--- config.mk ---
export PLATFORM = sky130hd
export DESIGN_NAME = hbp_serial_tx
export DESIGN_NICKNAME = d
export VERILOG_FILES = /design/src/rtl/hbp_tx_pkg.sv /design/src/rtl/hbp_baud_gen.sv /design/src/rtl/hbp_bit_encoder.sv /design/src/rtl/hbp_word_sched.sv /design/src/rtl/hbp_serial_tx.sv
export SDC_FILE = /design/constraint.sdc
export NUM_CORES = 1
export LEC_CHECK = 0
export CAP_MARGIN = 20
export CORE_ASPECT_RATIO = 2
export CORE_MARGIN = 5
export CORE_UTILIZATION = 45
export DETAILED_ROUTE_END_ITERATION = 16
export DONT_BUFFER_PORTS = 1
export MAX_ROUTING_LAYER = met4
export PLACE_DENSITY = 0.62
export SYNTH_ARGS = -nofsm -noshare
export SYNTH_HDL_FRONTEND = slang
export SYNTH_HIERARCHICAL = 1
export SYNTH_SLANG_ARGS = --single-unit
export TNS_END_PERCENT = 10
--- constraint.sdc ---
create_clock -name clk -period 5.9 [get_ports clk]
set_clock_uncertainty 0.1 [all_clocks]
set_input_delay 1.18 -clock clk [delete_from_list [all_inputs] [get_ports clk]]
set_output_delay 1.18 -clock clk [all_outputs]
set_load 0.03 [all_outputs]
--- src/rtl/hbp_tx_pkg.sv ---
// Shared constants and types for the bi-phase serial transmitter.
package hbp_tx_pkg;
    localparam int WORD_W    = 12;  // bits per line word
    localparam int RATE_W    = 4;   // width of the rate code
    localparam int NUM_RATES = 9;   // selectable rates, each double the last

    // Where the word of the current slot comes from.
    typedef enum logic [1:0] {
        SRC_SYNC = 2'd0,
        SRC_FIFO = 2'd1,
        SRC_FILL = 2'd2
    } word_src_e;
endpackage

--- src/rtl/hbp_baud_gen.sv ---
// Half-bit tick generator.
// Divides clk by BASE_DIV >> code, where code is rate_sel clamped to
// NUM_RATES-1. Produces a one-cycle tick at the end of every half bit cell.
// Assumes rate_sel is held steady while enable is high, and that BASE_DIV
// is at least 2**(NUM_RATES-1), so that every rate has a divisor of 1 or more.
module hbp_baud_gen #(
    parameter int BASE_DIV  = 162760,
    parameter int NUM_RATES = 9,
    parameter int RATE_W    = 4
) (
    input  logic              clk,
    input  logic              rst_n,
    input  logic              enable,
    input  logic [RATE_W-1:0] rate_sel,
    output logic              half_tick
);
    localparam int CNT_W = $clog2(BASE_DIV + 1);
    localparam logic [RATE_W-1:0] TOP_CODE = RATE_W'(NUM_RATES - 1);

    logic [CNT_W-1:0] div_tab [NUM_RATES];
    logic [RATE_W-1:0] code_eff;
    logic [CNT_W-1:0]  div_sel;
    logic [CNT_W-1:0]  cnt;

    // One divisor per rate, halving at each step and never below 1.
    for (genvar k = 0; k < NUM_RATES; k++) begin : g_div
        localparam int DIV_K = ((BASE_DIV >> k) < 1) ? 1 : (BASE_DIV >> k);
        assign div_tab[k] = CNT_W'(DIV_K);
    end

    // Clamp out-of-range codes to the fastest rate.
    always_comb begin
        code_eff = (rate_sel > TOP_CODE) ? TOP_CODE : rate_sel;
        div_sel  = div_tab[code_eff];
    end

    assign half_tick = enable && (cnt >= div_sel - 1'b1);

    // Count clocks within a half bit cell; restart while disabled.
    always_ff @(posedge clk) begin
        if (!rst_n || !enable) begin
            cnt <= '0;
        end else if (half_tick) begin
            cnt <= '0;
        end else begin
            cnt <= cnt + 1'b1;
        end
    end

    // at any divisor above one, two ticks never come back to back
    a_r2_tick_gap: assert property (@(posedge clk) disable iff (!rst_n)
        (half_tick && (div_sel > 1)) |=> !half_tick);
endmodule

--- src/rtl/hbp_bit_encoder.sv ---
// Bi-phase bit encoder.
// Counts half cells and bit positions, loads a word at the first tick of each
// word, and moves it out least significant bit first. The line toggles at
// every cell start and again at mid-cell for a 1. Assumes load_word is valid
// in the cycle where word_start is high.
module hbp_bit_encoder #(
    parameter int WORD_W = 12
) (
    input  logic              clk,
    input  logic              rst_n,
    input  logic              enable,
    input  logic              half_tick,
    input  logic [WORD_W-1:0] load_word,
    output logic              word_start,
    output logic              word_done,
    output logic              line_out
);
    localparam int BIT_W = $clog2(WORD_W);
    localparam logic [BIT_W-1:0] LAST_BIT = BIT_W'(WORD_W - 1);

    logic              mid_q;    // next tick is the mid-cell tick
    logic [BIT_W-1:0]  bit_idx;
    logic [WORD_W-1:0] shreg;

    assign word_start = half_tick && !mid_q && (bit_idx == '0);
    assign word_done  = half_tick &&  mid_q && (bit_idx == LAST_BIT);

    // Drive the line and step through half cells and bit positions.
    always_ff @(posedge clk) begin
        if (!rst_n || !enable) begin
            line_out <= 1'b0;
            mid_q    <= 1'b0;
            bit_idx  <= '0;
            shreg    <= '0;
        end else if (half_tick) begin
            if (!mid_q) begin
                line_out <= ~line_out;
                mid_q    <= 1'b1;
                if (bit_idx == '0) begin
                    shreg <= load_word;
                end
            end else begin
                if (shreg[0]) begin
                    line_out <= ~line_out;
                end
                shreg   <= shreg >> 1;
                mid_q   <= 1'b0;
                bit_idx <= (bit_idx == LAST_BIT) ? '0 : bit_idx + 1'b1;
            end
        end
    end

    // a low enable leaves the line at the idle level
    a_r8_idle_low: assert property (@(posedge clk) disable iff (!rst_n)
        !enable |=> !line_out);

    // without a tick the line holds while running
    a_r3_edge_only_on_tick: assert property (@(posedge clk) disable iff (!rst_n)
        (enable && !half_tick) |=> $stable(line_out));
endmodule

--- src/rtl/hbp_word_sched.sv ---
// Word slot scheduler.
// Tracks the slot within a subframe and picks the word for each slot: the
// sync pattern in slot 0, the FIFO head word otherwise, or zeros when the
// FIFO is empty. The FIFO must show its head word before the pop strobe.
module hbp_word_sched #(
    parameter int WORD_W         = 12,
    parameter int SUBFRAME_WORDS = 64
) (
    input  logic              clk,
    input  logic              rst_n,
    input  logic              enable,
    input  logic              word_start,
    input  logic              word_done,
    input  logic [WORD_W-1:0] sync_word,
    input  logic              fifo_empty,
    input  logic [WORD_W-1:0] fifo_rdata,
    output logic              fifo_rd,
    output logic [WORD_W-1:0] next_word
);
    import hbp_tx_pkg::*;

    localparam int SLOT_W = (SUBFRAME_WORDS > 1) ? $clog2(SUBFRAME_WORDS) : 1;
    localparam logic [SLOT_W-1:0] LAST_SLOT = SLOT_W'(SUBFRAME_WORDS - 1);

    logic [SLOT_W-1:0] slot;
    word_src_e         src;

    // Pick the word source for the current slot.
    always_comb begin
        if (slot == '0) begin
            src       = SRC_SYNC;
            next_word = sync_word;
        end else if (!fifo_empty) begin
            src       = SRC_FIFO;
            next_word = fifo_rdata;
        end else begin
            src       = SRC_FILL;
            next_word = '0;
        end
    end

    assign fifo_rd = word_start && (src == SRC_FIFO);

    // Advance the slot count at the end of each word; rewind while disabled.
    always_ff @(posedge clk) begin
        if (!rst_n || !enable) begin
            slot <= '0;
        end else if (word_done) begin
            slot <= (slot == LAST_SLOT) ? '0 : slot + 1'b1;
        end
    end

    // a slot pops the FIFO at most once
    a_r6_single_pop: assert property (@(posedge clk) disable iff (!rst_n)
        (fifo_rd && !word_done) |=> !fifo_rd);
endmodule

--- src/rtl/hbp_serial_tx.sv ---
// Bi-phase serial word transmitter, top level.
// Connects the rate divider, the slot scheduler and the bit encoder.
// Assumes a first-word-fall-through transmit FIFO, and that rate_sel and
// sync_word only change while enable is low.
module hbp_serial_tx #(
    parameter int SYS_CLK_HZ     = 125_000_000,
    parameter int BASE_BAUD      = 384,
    parameter int SUBFRAME_WORDS = 64
) (
    input  logic                               clk,
    input  logic                               rst_n,
    input  logic                               enable,
    input  logic [hbp_tx_pkg::RATE_W-1:0]      rate_sel,
    input  logic [hbp_tx_pkg::WORD_W-1:0]      sync_word,
    input  logic                               fifo_empty,
    input  logic [hbp_tx_pkg::WORD_W-1:0]      fifo_rdata,
    output logic                               fifo_rd,
    output logic                               line_out
);
    import hbp_tx_pkg::*;

    localparam int BASE_DIV = SYS_CLK_HZ / (2 * BASE_BAUD);

    logic              half_tick;
    logic              word_start;
    logic              word_done;
    logic [WORD_W-1:0] next_word;

    hbp_baud_gen #(
        .BASE_DIV (BASE_DIV),
        .NUM_RATES(NUM_RATES),
        .RATE_W   (RATE_W)
    ) baud_i (
        .clk      (clk),
        .rst_n    (rst_n),
        .enable   (enable),
        .rate_sel (rate_sel),
        .half_tick(half_tick)
    );

    hbp_word_sched #(
        .WORD_W        (WORD_W),
        .SUBFRAME_WORDS(SUBFRAME_WORDS)
    ) sched_i (
        .clk       (clk),
        .rst_n     (rst_n),
        .enable    (enable),
        .word_start(word_start),
        .word_done (word_done),
        .sync_word (sync_word),
        .fifo_empty(fifo_empty),
        .fifo_rdata(fifo_rdata),
        .fifo_rd   (fifo_rd),
        .next_word (next_word)
    );

    hbp_bit_encoder #(
        .WORD_W(WORD_W)
    ) enc_i (
        .clk       (clk),
        .rst_n     (rst_n),
        .enable    (enable),
        .half_tick (half_tick),
        .load_word (next_word),
        .word_start(word_start),
        .word_done (word_done),
        .line_out  (line_out)
    );

    // never pop an empty FIFO
    a_r6_read_needs_data: assert property (@(posedge clk) disable iff (!rst_n)
        fifo_rd |-> !fifo_empty);
endmodule

==> flow_metrics.tcl, run 1 <==
set metrics [dict create \
    grt.overflow.total 0 \
    switching_share_pct 22.7 \
    die_x_um 69 \
    synth_edf_count 0 \
    hpwl_mm 5.29 \
    max_freq_mhz 176 \
    synth_top_family_by_area "simple AND/OR/NAND/NOR gates" \
    crit_slowest_cell "a311oi_4" \
    crit_chain "clkinvlp_4 > nand2_4 > inv_1 > ha_2 > a211oi_2 > ha_2 > nand3b_1 > nor2_2 > nor3_1 > a21oi_1 > nor2_1 > ha_1 > nand2_1 > nor2_1 > nand3_1 > a311oi_4 > o21a_1 > and4bb_1 > nor2b_4 > nor3b_4 > buf_6" \
    grt_max_degree 19 \
    fp.dieH_um 128 \
    synth-xor-area-share_pct 6.43 \
    worstHoldStart "enc_i/bit_idx[0]" \
    hold_viol_final 0 \
    r2r_setup_slack_ns 2.69 \
    initial_core_util_pct 45.5 \
    grt_pass1_wl_mm 11.6 \
    max_stage_delay_ns 0.28 \
    synth_compound_area_share_pct 11.7 \
    crit_start "rate_sel[3]" \
    drt-pass1-iter-count 4 \
    root_buffer "clkbuf_16" \
    cp.required_ns 4.62 \
    tightest_slew_ns 0.878 \
    clk_pin_slew_ns 0.06 \
    status "complete, no violations" \
    insertion_delay_ns 0.29 \
    drv_slew 0 \
    drive_above_1_share_pct 18.5 \
    p_sw_mw 0.151 \
    final_cells 441 \
    cts_tree "done" \
    syn_to_final_growth_pct 9.90 \
    n_antenna_cell 0 \
    yosys_most_used_dff "dfxtp_1" \
    post-route-period-util_pct 96.4 \
    die_area_sq_um 8830 \
    portBuffers 0 \
    power.share.sequential_pct 43.1 \
    ant_nets 0 \
    fin_util_pct 50.0 \
    syn_avg_cell_area_sq_um 9.05 \
    totalWireLength_mm 6.86 \
    vias 2467 \
    hold_path.class "register to register" \
    r2r-start "baud_i/cnt[0]" \
    detail_route.wl_per_cell_um 15.6 \
    antenna_found_initial 0 \
    design.core.area_sq_um 6890 \
    hold-worst-slack_ns 0.405 \
    critPathLaunchType "input port" \
    grt_pass1_vias 2454 \
    yosys.area_share.simple_pct 28.6 \
    vias_per_cell 5.59 \
    place_congestion 0.904 \
    crit_buf_inv 3 \
    track_usage_pct 16.6 \
    power_density_nw_per_um2 193 \
    route.detailed.drc 0 \
    synth_area_sq_um 3130 \
    critical_path.top_delay_family "simple AND/OR/NAND/NOR gates" \
    cts_inserted_buffers 5 \
    arrival_ns 4.41 \
    cts.path.max_buffers 2 \
    h-tree-depth 2 \
    cp_max_fo 12 \
    synth_adder_area_share_pct 12.0 \
    ir_drop_mv 0.109 \
    finalSetupViolCount 0 \
    synthMuxAreaShare_pct 9.23 \
    intPower_mw 0.512 \
    pin_count 34 \
    worstSetupPathType "input port to output port" \
    fp-row-count 43 \
    dr.first_iter.drc_count 129 \
    end_kind "output port" \
    comb_power_share_pct 9.0 \
    drv_cap 0 \
    async_reset_ff_share_pct 0 \
    placed_cells 425 \
    cellLeakagePower_nw 1.34 \
    cts.sinks 42 \
    synth_cell_type_count 51 \
    netlist_instances 346 \
    relSlewSlack_pct 41.4 \
    final_nets 412 \
    finalPower_mw 0.663 \
    layout_min_cycle_time_ns 5.69 \
    synth-seq-cells 42 \
    yosysWarnings 6 \
    ys_seq_area_share_pct 26.8 \
    p_clk_share_pct 48.0 \
    setup_tns_ns 0 \
    synth_fp_nets 408 \
]
layout make-up:
type / instances / area [sq um]
fill: 687 / 3440
clock inverter: 2 / 37.5
sequential: 42 / 841
clock buffer: 6 / 129
timing repair buffer: 12 / 93.8
tap: 90 / 113
inverter: 15 / 60.1
multi-input combinational: 274 / 2170
kinds of logic (layout without fill, tap and decap cells):
kind of cell | Yosys count | count (layout)
multiplexers | 24 | 24
adder cells (fa/ha/maj) | 30 | 30
AO/OA/AOI/OAI | 53 | 53
AND/OR/NAND/NOR | 144 | 144
buffers and inverters | 30 | 35
XOR/XNOR | 23 | 23
flip-flops | 42 | 42
repair_timing:
item	CTS	global route
endpoints found under the setup margin	0	1
buffers inserted	0	8
resized for setup	0	7
hold buffers	0	0
registers in the layout, summed over array words and instances, names as in the netlist:
register	flops
baud_i/cnt	18
enc_i/bit_idx	4
enc_i/line_out	1
enc_i/mid_q	1
enc_i/shreg	12
sched_i/slot	6
cell usage after synthesis (2+ instances only):
library cell / count / area share, %
a21o_1: 4 / 0.96
mux2i_1: 12 / 3.8
dfxtp_1: 42 / 27
nor2b_1: 15 / 3.0
nand2_1: 21 / 2.5
nor2_1: 23 / 2.8
inv_1: 15 / 1.8
nor3_1: 22 / 3.5
a211oi_1: 15 / 3.6
nand3_1: 18 / 2.9
o21ai_0: 8 / 1.3
buf_6: 3 / 1.1
or3_1: 3 / 0.60
a21oi_1: 15 / 2.4
nand3b_1: 2 / 0.48
xnor2_1: 13 / 3.6
mux2_2: 3 / 1.1
buf_4: 2 / 0.48
nor4_4: 3 / 2.0
ha_1: 30 / 12
buf_2: 4 / 0.64
xor2_1: 10 / 2.8
nor3_2: 11 / 3.5
mux2_4: 9 / 4.3
a31oi_1: 2 / 0.40
and2_1: 3 / 0.60
clkbuf_1: 5 / 0.60
o211ai_1: 2 / 0.48
nand4_1: 7 / 1.4
nor3b_1: 2 / 0.48
and3_1: 2 / 0.40
worst reg2reg max path: cells and delay by family (launching register included):
family | cells | cell delay [ns]
buf+inv | 2 | 0.22
simple gates | 6 | 1.37
fa+ha+maj | 1 | 0.27
compound gates | 4 | 0.73
flops | 1 | 0.46
path summary, 6_finish.rpt:
path	to	depth (start not counted)
hold / removal	enc_i/bit_idx[0]	2
setup reg to reg	sched_i/slot[5]	13
setup / recovery	fifo_rd	21
hold reg to reg	enc_i/bit_idx[0]	2
power groups by stage:
| stage | Sequential (mW) | Combinational (mW) | Clock, mW |
|---|---|---|---|
| finish | 0.285 | 0.0595 | 0.318 |
| global route | 0.285 | 0.0673 | 0.337 |
| CTS | 0.285 | 0.0560 | 0.324 |
| detailed placement | 0.292 | 0.0556 | 0 |
| global placement | 0.292 | 0.0554 | 0 |
| floorplan | 0.291 | 0.0481 | 0 |
per-stage QoR:
stage,setup WS (ns),cell area [sq um]
global route,-0.0471,3440
floorplan,0.00924,3160
finish,0.210,3440
detailed placement,0.137,3190
CTS,0.119,3360
global placement,0.264,3190
layout by cell type (no fill, tap or decap), types with 13 or more instances in the layout:
cell	n
a211oi_1	14
nor3_1	22
nor2b_1	14
nand3_1	18
xnor2_1	13
dfxtp_1	42
a21oi_1	15
ha_1	28
nor2_1	22
nand2_1	19
inv_1	14
per-layer routing:
layer  track usage, %  wire length (um)  part of all wire, %
met2             30.4              3800                   55
met1             15.3              2440                   36
met3             3.92               284                  4.1
met4             10.2               329                  4.8
met5                -                 0                    0
No activity file was read; power rests on OpenSTA's default activity.
==> run 2, diff against run 1 <==
- GPL_ROUTABILITY_DRIVEN: not set -> 0
- PLACE_DENSITY: 0.62 -> 0.6
- clock period: 5.9 -> 5.7 ns (I/O delays scaled with it)
==> flow_metrics.tcl, run 2 (synthesis gave the netlist of run 1 again) <==
set metrics [dict create \
    setup_tns_ns 0 \
    post-route-period-util_pct 97.8 \
    hold_buffers 0 \
    syn_to_final_growth_pct 11.9 \
    cp_max_fo 12 \
    dr.first_iter.drc_count 149 \
    hold_path.class "register to register" \
    critPathLaunchType "input port" \
    antenna_found_initial 0 \
    layout_min_cycle_time_ns 5.58 \
    die_x_um 69 \
    hpwl_mm 5.52 \
    drive_above_1_share_pct 20.7 \
    fp-row-count 43 \
    rsz0062_at_grt "true" \
    design.core.area_sq_um 6890 \
    power_density_nw_per_um2 196 \
    drt-met1-wl_mm 2.48 \
    final_area_sq_um 3510 \
    pin_count 34 \
    root_buffer "clkbuf_16" \
    status "complete, no violations" \
    cellLeakagePower_nw 1.36 \
    max_freq_mhz 179 \
    power.share.sequential_pct 43.1 \
    drt-pass1-iter-count 4 \
    grt_max_degree 19 \
    h-tree-depth 2 \
    final_nets 414 \
    grt.overflow.total 0 \
    intPower_mw 0.533 \
    cts_inserted_buffers 5 \
    vias 2510 \
    pre_cts_slack_ns 0.149 \
    p_sw_mw 0.154 \
    relSlewSlack_pct 40.6 \
    insertion_delay_ns 0.29 \
    met2_length_mm 4.06 \
    grt_pass1_wl_mm 12.0 \
    fin_util_pct 50.9 \
    top_layer_used "met4" \
    arrival_ns 4.34 \
    grt_pass1_vias 2495 \
    cts.sinks 42 \
    end_kind "output port" \
    ir_drop_mv 0.0893 \
    ant_nets 0 \
    cts.path.max_buffers 2 \
    finalSetupViolCount 0 \
    drv_cap 0 \
    clk_pin_slew_ns 0.06 \
    detail_route.wl_per_cell_um 16.0 \
    cts_tree "done" \
    initial_core_util_pct 45.5 \
    worstSetupPathType "input port to output port" \
    placed_area_sq_um 3220 \
    totalWireLength_mm 7.09 \
    cp.required_ns 4.46 \
    drv_slew 0 \
    worst_slack_ns 0.123 \
    n_antenna_cell 0 \
    track_usage_pct 17.3 \
    regMostFlops "baud_i/cnt" \
    vias_per_cell 5.67 \
    hold_viol_final 0 \
    comb_power_share_pct 9.8 \
    tightest_slew_ns 0.891 \
    switching_share_pct 22.4 \
    portBuffers 0 \
    wl_met3_um 252 \
    layout_common_cells "42 x dfxtp_1, 28 x ha_1, 22 x nor2_1" \
    layout_commonest_cell "dfxtp_1" \
    die_area_sq_um 8830 \
    route.detailed.drc 0 \
    p_clk_share_pct 47.2 \
    reg.largest.list "baud_i/cnt: 18 flops, enc_i/shreg: 12 flops, sched_i/slot: 6 flops" \
    largest_reg_flops 18 \
    fp.dieH_um 128 \
]
==> run 2: cell types whose count changed in the layout (fill, tap and decap cells not counted), sizes merged <==
cell,before,now
buf,12,14
==> run 2: power groups by stage <==
stage	Clock [mW]	Sequential (mW)	Combinational, mW
after global placement	0	0.302	0.0588
after CTS	0.333	0.296	0.0600
final	0.324	0.296	0.0670
after floorplan	0	0.302	0.0507
after detailed placement	0	0.302	0.0596
after global routing	0.348	0.295	0.0743
==> run 2: timing repair <==
action,CTS,global route
setup buffers,0,9
gates resized for setup,0,12
endpoints found under the setup margin,0,1
==> run 2: worst paths after layout <==
kind / end / from / depth (start not counted) / slack (ns)
setup / recovery: fifo_rd / rate_sel[3] / 21 / 0.12
hold / removal: enc_i/bit_idx[0] / enc_i/bit_idx[0] / 2 / 0.40
setup reg to reg: sched_i/slot[5] / baud_i/cnt[0] / 14 / 2.38
hold reg to reg: enc_i/bit_idx[0] / enc_i/bit_idx[0] / 2 / 0.40
==> run 2: final cells by class <==
type	instances	area (sq um)
tap	90	113
fill	687	3380
inverter	15	65.1
clock buffer	6	129
sequential	42	841
timing repair buffer	14	109
multi-input combinational	274	2210
clock inverter	2	37.5
==> run 2: critical path: stages <==
cell        delay [ns]
clkinvlp_4        0.13
nand2_4           0.13
inv_4             0.05
ha_4              0.17
a211oi_4          0.24
ha_2              0.21
nand3b_1          0.12
nor2_2            0.19
nor3_4            0.05
a21oi_2           0.09
nor2_1            0.06
ha_1              0.28
nand2_2           0.05
o21ai_1           0.12
o211ai_1          0.15
a311oi_4          0.24
o21a_1            0.19
and4bb_1          0.22
nor2b_4           0.15
nor3b_4           0.19
buf_6             0.15
==> run 2: stage by stage <==
step           instances  power [mW]  hold WS, ns
2_1_floorplan        346       0.352        0.366
6_report             443       0.687        0.399
3_3_place_gp         426       0.361        0.382
5_1_grt              443       0.717        0.434
3_5_place_dp         426       0.362        0.389
4_1_cts              434       0.688        0.398
==> run 2: routing by layer <==
metal | track usage, % | vias up
li1 | - | 1254
met1 | 15.8 | 1186
met2 | 32.2 | 49
met3 | 3.69 | 21
met4 | 10.1 | 0
met5 | - | -
